### config.mk
export PLATFORM = sky130hd
export DESIGN_NAME = serial_port_ctrl
export DESIGN_NICKNAME = d
export VERILOG_FILES = /design/src/rtl/serial_port_ctrl.sv
export SDC_FILE = /design/constraint.sdc
export NUM_CORES = 1
export LEC_CHECK = 0
export ABC_AREA = 1
export BUFFER_PORTS_ARGS = -buffer_cell sky130_fd_sc_hd__buf_2
export CORE_MARGIN = 1
export CORE_UTILIZATION = 60
export DETAILED_ROUTE_END_ITERATION = 8
export GPL_ROUTABILITY_DRIVEN = 1
export PLACE_DENSITY = 0.81
export SYNTH_ARGS = -nofsm -noshare
export SYNTH_HDL_FRONTEND = slang
export SYNTH_SLANG_ARGS = --single-unit
### constraint.sdc
create_clock -name clk -period 5.35 [get_ports clk]
set_input_delay 1.07 -clock clk [delete_from_list [all_inputs] [get_ports clk]]
set_output_delay 1.07 -clock clk [all_outputs]
set_load 0.02 [all_outputs]
### src/rtl/serial_port_ctrl.sv
module serial_port_ctrl #(
  parameter int          DEPTH   = 16,
  parameter int          AW      = 10,
  parameter logic [31:0] ID_WORD = 32'hC51D0001
) (
  input  logic          clk,
  input  logic          rst_n,
  input  logic [AW-1:0] bus_waddr,
  input  logic          bus_rd,
  input  logic          bus_wr,
  input  logic [31:0]   bus_wdata,
  output logic [31:0]   bus_rdata,
  output logic          irq,
  input  logic          rx_valid,
  input  logic [7:0]    rx_data,
  output logic          rx_ready,
  output logic          tx_valid,
  output logic [7:0]    tx_data,
  output logic          dma_rx_idle,
  output logic          dma_wr_valid,
  output logic [31:0]   dma_wr_addr,
  output logic [7:0]    dma_wr_data,
  output logic          dma_tx_start,
  output logic [31:0]   dma_tx_addr,
  output logic [31:0]   dma_tx_len
);
  localparam int PW = (DEPTH > 1) ? $clog2(DEPTH) : 1;
  localparam int CW = $clog2(DEPTH + 1);
  localparam logic [2:0] I_ID = 3'd0, I_DATA = 3'd1, I_CNT = 3'd2, I_MASK = 3'd3,
                         I_TXA = 3'd4, I_TXC = 3'd5, I_RXA = 3'd6, I_RXC = 3'd7;

  logic [7:0]    mem [DEPTH];
  logic [PW-1:0] wr_ptr, rd_ptr;
  logic [CW-1:0] occ;
  logic [2:0]    mask;
  logic [31:0]   tx_addr, rx_addr, rx_cnt, rd_val;

  function automatic logic [PW-1:0] bump(input logic [PW-1:0] p);
    return (p == PW'(DEPTH - 1)) ? '0 : p + 1'b1;
  endfunction

  wire       hit        = (bus_waddr[AW-1:3] == '0);
  wire [2:0] idx        = bus_waddr[2:0];
  wire       wr_hit     = bus_wr & hit;
  wire       fifo_empty = (occ == '0);
  wire       fifo_full  = (occ == CW'(DEPTH));
  wire       rx_idle    = (rx_cnt == '0);
  wire       rd_data    = bus_rd & hit & (idx == I_DATA);
  wire       pop_bus    = rd_data & ~fifo_empty;
  wire       drain      = ~rx_idle & ~fifo_empty & ~rd_data;
  wire       take       = rx_valid & rx_ready;
  wire       push       = take & rx_idle;
  wire       steer      = take & ~rx_idle;
  wire       pop        = pop_bus | drain;
  wire [2:0] stat       = {rx_idle, 1'b1, ~fifo_empty};

  assign rx_ready     = rx_idle ? ~fifo_full : fifo_empty;
  assign dma_rx_idle  = rx_idle;
  assign dma_wr_valid = drain | steer;
  assign dma_wr_data  = drain ? mem[rd_ptr] : rx_data;
  assign dma_wr_addr  = rx_addr;
  assign irq          = |(stat & mask);

  always_comb begin
    rd_val = '0;
    if (hit) begin
      case (idx)
        I_ID:    rd_val = ID_WORD;
        I_DATA:  rd_val = fifo_empty ? 32'hFFFF_FFFF : {24'b0, mem[rd_ptr]};
        I_CNT:   rd_val = 32'(occ);
        I_MASK:  rd_val = {29'b0, mask};
        I_TXA:   rd_val = tx_addr;
        I_TXC:   rd_val = '0;
        I_RXA:   rd_val = rx_addr;
        default: rd_val = rx_cnt;
      endcase
    end
  end

  always_ff @(posedge clk) begin
    if (push) mem[wr_ptr] <= rx_data;
  end

  always_ff @(posedge clk) begin
    if (!rst_n) begin
      wr_ptr       <= '0;
      rd_ptr       <= '0;
      occ          <= '0;
      mask         <= '0;
      tx_addr      <= '0;
      rx_addr      <= '0;
      rx_cnt       <= '0;
      bus_rdata    <= '0;
      tx_valid     <= 1'b0;
      tx_data      <= '0;
      dma_tx_start <= 1'b0;
      dma_tx_addr  <= '0;
      dma_tx_len   <= '0;
    end else begin
      if (push) wr_ptr <= bump(wr_ptr);
      if (pop)  rd_ptr <= bump(rd_ptr);
      occ <= occ + CW'(push) - CW'(pop);

      if (bus_rd) bus_rdata <= rd_val;

      tx_valid     <= wr_hit && idx == I_DATA;
      dma_tx_start <= wr_hit && idx == I_TXC;
      if (wr_hit && idx == I_DATA) tx_data <= bus_wdata[7:0];
      if (wr_hit && idx == I_MASK) mask <= bus_wdata[2:0];

      if (wr_hit && idx == I_TXA) tx_addr <= bus_wdata;
      else if (wr_hit && idx == I_TXC) begin
        dma_tx_addr <= tx_addr;
        dma_tx_len  <= bus_wdata;
        tx_addr     <= tx_addr + bus_wdata;
      end

      if (wr_hit && idx == I_RXC) rx_cnt <= bus_wdata;
      else if (dma_wr_valid)      rx_cnt <= rx_cnt - 1'b1;

      if (wr_hit && idx == I_RXA) rx_addr <= bus_wdata;
      else if (dma_wr_valid)      rx_addr <= rx_addr + 1'b1;
    end
  end
endmodule

* Yosys cells after proc, flatten, opt, wreduce, memory -nomap -nowiden
Memory sizes are Yosys's and may differ from the RTL's. A register that Yosys moved wholly into a read port is not among the register bits. Cells that the tools add are included. Widths: inputs -> output; s select.
Storage, ports and cells: flip-flop bits (word level) 218, output and inout port bits 150, ROM bits 0, bits in latches 0, memories kept 1, RAM bits 128, logic and storage cells 80
Memory list:
- mem | depth 16, bits a word 8, rd ports 1, clocked after Yosys merged registers in 1, write ports 1, line 32 | logic [7:0] mem [DEPTH];
Cells by class: $mul 0, divide/modulo/power cells 0, bitwise logic cells 17, magnitude comparators 0, multiplexer cells 17, reductions and logical operators 15, add/subtract/negate cells 7, equality and inequality tests 10, shifts and indexed selects 0
Operators with widths (number):
- $mux 32 | 8
- $pmux 32 s7 | 1
- $add 32x1->32 const B | 1
- $add 32x32->32 | 1
- $logic_not 32->1 | 1
- $sub 32x1->32 const B | 1
- $mux 4 | 4
- $eq 3x3->1 const B | 4
- $and 1x1->1 | 9
- $add 4x1->4 const B | 2
- $eq 4x4->1 const B | 2
- $mux 8 | 1
- $logic_not 7->1 | 1
- $eq 3x2->1 const B | 2
- $logic_and 1x1->1 | 6
- $reduce_bool 2->1 | 3
- $add 5x1->5 | 1
- $eq 5x5->1 const B | 1
- $logic_not 5->1 | 1
- $not 1->1 | 5
- $sub 5x1->5 | 1
- $and 3x3->3 | 1
- $eq 3x1->1 const B | 1
- $logic_not 3->1 | 1
- other kinds (4) | 7

* Longest topological paths before layout
depth after elaboration 8, gate-level depth with buffers 18, gate-level depth less buffers 18

* Worst setup path before layout
OpenSTA, ideal clock, no wires.
kind in2reg, from input bus_waddr[8], to register occ[4], buffers on the path 0, stages on the path 18, slack 2.011 ns, data required time 5.222 ns, arrival 3.210 ns, library setup time 0.128 ns, cells stage by stage nor2_1 nand2_1 nor2_1 inv_2 nor2_4 nand2_1 inv_1 o21ai_2 inv_1 ha_1 inv_1 ha_1 inv_1 fa_1 nor3_1 a211oi_1 o21ai_0 a21oi_1
Between the ends: word-level cells in the longest chain between the ends 7, elaborated cells between the ends (all ways) 8
Ends and longest elaborated chain:
- start: declaration | line 8 | input logic [AW-1:0] bus_waddr,
- $logic_not 7->1 (*) | line 42 | wire hit = (bus_waddr[AW-1:3] == '0);
- $and 1x1->1 (*) (2 in series) | line 48 | wire rd_data = bus_rd & hit & (idx == I_DATA);
- $not 1->1 | line 50 | wire drain = ~rx_idle & ~fifo_empty & ~rd_data;
- $and 1x1->1 | line 50
- $or 1x1->1 (*) | line 54 | wire pop = pop_bus | drain;
- $sub 5x1->5 (*) | line 102 | occ <= occ + CW'(push) - CW'(pop);
- end signal: assignment | line 102
- end: declaration | line 34 | logic [CW-1:0] occ;
Every way passes the cells marked *; elsewhere a longest branch is shown, timed or not. A chain may end at the register's enable or synchronous reset.

* Final worst setup path
from input bus_waddr[8], to register tx_addr[7]
Between the ends: word-level cells in the longest chain between the ends 4, elaborated cells between the ends (all ways) 6
Ends and longest elaborated chain:
- $logic_not 7->1 (*) | line 42
- $and 1x1->1 (*) | line 44 | wire wr_hit = bus_wr & hit;
- $logic_and 1x1->1, on equally long branches | line 111, 112
- $mux 32 / $reduce_bool 2->1 (equally long branches)
- end signal: assignment | line 111 | if (wr_hit && idx == I_TXA) tx_addr <= bus_wdata;
- end signal: assignment | line 115 | tx_addr <= tx_addr + bus_wdata;
- end: declaration | line 36 | logic [31:0] tx_addr, rx_addr, rx_cnt, rd_val;
Marked as above.

==> impl.org <==
** Worst setup path
- At the worst endpoint, the required time is 5.83 ns.
- Capturing instance or port of the critical path :: tx_addr[7]$_SDFFE_PN0P_
- Endpoint of the worst register-to-register path :: mem[13][7]$_DFFE_PP_
- For flop-to-flop paths, the worst setup slack is roughly 1.7 ns.
- STA classifies the critical path endpoint as a flip-flop.
- Worst Setup Start Kind :: primary input
- Depth of the most critical reg-to-reg path :: 10
- Along the worst path, the maximum fanout reaches 84.
- Tracing the worst setup path back leads to its startpoint at bus_waddr[8].
- For the worst setup path, the data arrival time is about 4.5 ns.
- The startpoint identified for the worst register-to-register timing path is rx_cnt[0]$_SDFFE_PN0P_.
- The worst setup path is of the primary input to flip-flop kind.

** Synthesis
- Mapped Cells :: 2494
- Number of unique standard cell types used by synthesis :: 52
- Dividing the synthesized area by the synthesized cell count gives approximately 7.5 µm².
- Area share of the largest cell type after synthesis :: a little under a quarter
- Post-synth ARST share :: 0%
- Post-synthesis cell area :: ~19000 µm²
- The most used flip-flop cell after synthesis is sky130_fd_sc_hd__dfxtp_1.
- Yosys warnings :: 0
- Number of nets produced by synthesis :: 2595
- Synth area leader :: sky130_fd_sc_hd__dfxtp_1
- In the post-synthesis netlist, the biggest area contributors are sky130_fd_sc_hd__dfxtp_1 24%, sky130_fd_sc_hd__edfxtp_1 20%, sky130_fd_sc_hd__nand2_1 11%.
- Number of flops mapped to enable cells by yosys :: ~130
- Synthesis inferred 350 register bits.
- After synthesis, flip-flops and latches occupy around 44% of the total area.

** Place
- At the end of routability-driven placement, the weighted congestion stood at between 0.9 and 1.
- In this run, placement finished with an instance count of roughly 3000.
- During placement, the flow inserted port buffers numbering slightly above 200.
- Post-DP Area :: between 15000 and 20000 µm²
- Detailed placement finished with a half-perimeter wire length of approximately 45000 µm.

** Outcome
- The flow ran to the end, and the final reports show no timing, DRC or antenna violations.

** Floorplanning
- Die extent in y :: ~180 µm
- Row generation in the floorplan step produced 64 rows.
- Core Area :: roughly 30000 µm²
- Initial cell density of the core :: approximately 61%
- Boundary Pins :: just over 200
- DIE WIDTH :: 179 µm
- The die covers between 30000 and 40000 µm².

** GRT
- Wire length of the first global-routing pass :: 94500 µm
- The number of antenna violations at the first check in global routing was 2.
- GRT Util Overall :: 38.8%
- Via count of the first global-routing pass :: 16700
- Pin count of the biggest net entering global routing :: 129
- After global routing the overflow that remains totals 0.

** Pwr
- Relative contribution of sequential cells to total power :: 38.3%
- Across the VDD grid, the largest voltage drop is 0.328 mV.
- Combinational logic burns between 20 and 30% of the power.
- Summing internal, switching and leakage power gives between 8 and 9 mW.
- Internal power comes to about 5.2 mW.
- Share of total power consumed by net switching :: between 30% and 40%
- Leakage :: around 9.2 nW
- Power per unit of standard cell area :: approximately 400 nW/µm²
- The share of total power dissipated in the clock network is approximately a third.
- For this design the total switching power over the nets is approximately 3.2 mW.

** Timing
- Pin slew with the least headroom to its limit :: 1.17 ns
- The final hold violation count came to 0.
- The tightest hold path in the finished design has a slack of approximately 0.46 ns.
- Remaining max-slew budget at the tightest pin :: around 22%
- Setup total negative slack on the finished layout was measured at 0 ns.
- For this run, the top clock speed supported by timing is 247 MHz.
- Final slew viol count :: 0
- Clock skew on the completed layout was measured at about 0.022 ns.
- Period utilisation layout :: 75.6%
- Post-layout minimum cycle time :: 4.05 ns
- Unrepaired setup endpoints after global routing :: false
- Final Setup Violations :: 0

** Drt
- Detailed-routed wire length on met2 :: between 20000 and 30000 µm
- Remaining design rule violation count :: 0
- Number of vias per cell after detailed routing :: about 6.1
- The routed layout has between 15000 and 20000 vias.
- Detailed route wirelength on metal3 :: ~8500 µm
- The detailed router finished its first iteration with 2516 violations.
- First drt pass iteration count :: 9
- After detailed routing, the average wire length per cell comes to about 20 µm.
- Routed WL :: around 62000 µm
- The detailed router put a total of 25900 µm of wire on met1.
- Number of antenna-violating nets in the routed design :: 0
- After detailed routing, no signal wire sits above met5.

** Final layout
- The count of cells in the finished layout, fillers not included, comes to around 3000.
- Most frequent cells in the layout :: 567 x sky130_fd_sc_hd__nand2_1, 300 x sky130_fd_sc_hd__nor2_1, 233 x sky130_fd_sc_hd__inv_1
- Antenna diode instance count :: 0
- Leaving out fill and tap cells, the most frequent cell in the layout is sky130_fd_sc_hd__nand2_1.
- Area growth from synthesis to final layout :: 12.7%
- Nets :: between 2000 and 3000
- After routing the design area is between 20000 and 25000 µm².
- The post-route netlist has about an eighth of its cells at a drive strength greater than 1.

** Clock tree
- Once the clock tree was built, the resizer swapped 0 gates to a different size.
- Clock buffers created by TritonCTS :: 38
- Counting along the longest clock path gives a buffer depth of 3.
- Clock tree root buffer cell :: sky130_fd_sc_hd__clkbuf_16
- Number of sinks handled by clock tree synthesis :: 350
- Post-CTS timing repair inserted 0 buffers for setup.
- TritonCTS built the clock tree.
- Clock-pin slew of the registers on the worst-case setup and hold paths :: roughly 0.06 ns
- Number of levels in the clock H-tree :: 2
- After clock tree synthesis, the flow added hold-fix buffers numbering 0.
- The clock reaches the later pin of the worst-skew pair after 0.55 ns.

** Min path
- Counting instances, the worst hold path has a depth of 2.
- Min-delay src :: bus_rdata[15]$_SDFFE_PN0P_
- The min-delay analysis places its worst path in the category flip-flop to flip-flop.

** Job
- Across the run, the number of max-cap violations was 0.
-- critical path, stage by stage --
cell and delay [ns]:
sky130_fd_sc_hd__buf_2 0.09, sky130_fd_sc_hd__nor2_1 0.09, sky130_fd_sc_hd__nand2_1 0.06, sky130_fd_sc_hd__nor2_1 0.40, sky130_fd_sc_hd__nand2_1 0.25, sky130_fd_sc_hd__inv_2 0.24
sky130_fd_sc_hd__nand3_2 0.44, sky130_fd_sc_hd__nor2_4 0.21, sky130_fd_sc_hd__buf_4 0.59, sky130_fd_sc_hd__inv_2 0.58, sky130_fd_sc_hd__a21oi_1 0.25, sky130_fd_sc_hd__o21ai_0 0.11
sky130_fd_sc_hd__a21oi_1 0.13
-- registers in the layout, indices dropped and copies added (netlist names), 4 cells and up, named ones only --
signal and cells:
bus_rdata 32, dma_tx_addr 32, dma_tx_len 32, dma_wr_addr 32
mem 128, occ 5, rd_ptr 4, rx_cnt 32
tx_addr 32, tx_data 8, wr_ptr 4
-- cell families (layout without fill, tap and decap cells) --
kind of cell / Yosys count / count (layout) / share of synthesized area [%]
simple gates: 1122 / 1122 / 25.2
compound gates: 554 / 554 / 17.0
buf+inv: 370 / 538 / 8.02
flops: 350 / 350 / 44.2
xor+xnor: 51 / 51 / 2.38
fa+ha+maj: 46 / 46 / 3.15
mux: 1 / 1 / 0.0534
-- worst min path at each step --
stage	end
after floorplan	mask[1]$_SDFFE_PN0P_
after global placement	tx_data[4]$_SDFFE_PN0P_
after detailed placement	bus_rdata[7]$_SDFFE_PN0P_
after CTS	bus_rdata[7]$_SDFFE_PN0P_
after global routing	bus_rdata[15]$_SDFFE_PN0P_
final	bus_rdata[15]$_SDFFE_PN0P_
-- through the flow --
stage	setup slack (ns)	utilization, %
2_1_floorplan	2.01	-
3_3_place_gp	1.00	64.7
3_5_place_dp	0.855	64.7
4_1_cts	1.40	68.9
5_1_grt	0.945	68.9
6_report	1.30	68.9
-- power by group through the flow --
stage          sequential (mW)  combinational [mW]  clock, mW
6_report                  3.24                2.51       2.70
5_1_grt                   3.27                2.76       2.80
3_3_place_gp              3.28                2.37          0
3_5_place_dp              3.28                2.43          0
4_1_cts                   3.23                2.44       2.70
2_1_floorplan             3.09                1.97          0
-- cells in the mapped netlist (2+ instances only) --
master / number
sky130_fd_sc_hd__a211oi_1: 2
sky130_fd_sc_hd__a21o_1: 4
sky130_fd_sc_hd__a21oi_1: 202
sky130_fd_sc_hd__a221oi_1: 3
sky130_fd_sc_hd__a22o_1: 4
sky130_fd_sc_hd__a22oi_1: 16
sky130_fd_sc_hd__and3_1: 2
sky130_fd_sc_hd__buf_1: 6
sky130_fd_sc_hd__buf_2: 36
sky130_fd_sc_hd__buf_4: 3
sky130_fd_sc_hd__buf_6: 8
sky130_fd_sc_hd__clkbuf_1: 69
sky130_fd_sc_hd__clkinv_1: 2
sky130_fd_sc_hd__dfxtp_1: 222
sky130_fd_sc_hd__edfxtp_1: 128
sky130_fd_sc_hd__fa_1: 2
sky130_fd_sc_hd__ha_1: 44
sky130_fd_sc_hd__inv_1: 234
sky130_fd_sc_hd__inv_2: 12
sky130_fd_sc_hd__nand2_1: 567
sky130_fd_sc_hd__nand3_1: 129
sky130_fd_sc_hd__nand3_2: 3
sky130_fd_sc_hd__nand3b_1: 9
sky130_fd_sc_hd__nand4_1: 57
sky130_fd_sc_hd__nor2_1: 300
sky130_fd_sc_hd__nor2_2: 6
sky130_fd_sc_hd__nor2_4: 2
sky130_fd_sc_hd__nor3_1: 32
sky130_fd_sc_hd__nor4_1: 3
sky130_fd_sc_hd__o2111ai_1: 10
sky130_fd_sc_hd__o211ai_1: 43
sky130_fd_sc_hd__o21a_1: 4
sky130_fd_sc_hd__o21ai_0: 206
sky130_fd_sc_hd__o21ai_2: 2
sky130_fd_sc_hd__o21bai_1: 9
sky130_fd_sc_hd__o21bai_2: 7
sky130_fd_sc_hd__o221ai_1: 19
sky130_fd_sc_hd__o22ai_1: 20
sky130_fd_sc_hd__o31ai_1: 2
sky130_fd_sc_hd__or2_2: 4
sky130_fd_sc_hd__xnor2_1: 13
sky130_fd_sc_hd__xor2_1: 38
-- cell type report --
type,count,area [µm²]
clock buffers,48,1090
clock inverters,21,198
flip-flops and latches,350,8290
repair buffers,221,1150
well taps,396,495
fillers,2622,9530
multi-input cells,1774,8980
inverters,248,932
-- routing by layer --
metal  vias up  track usage [%]
li1       8672                -
met3       153             9.84
met2      1156             57.3
met4         4             10.2
met1      8619             56.0
met5         -                0
Note: power is estimated with default switching activity, not from simulation.
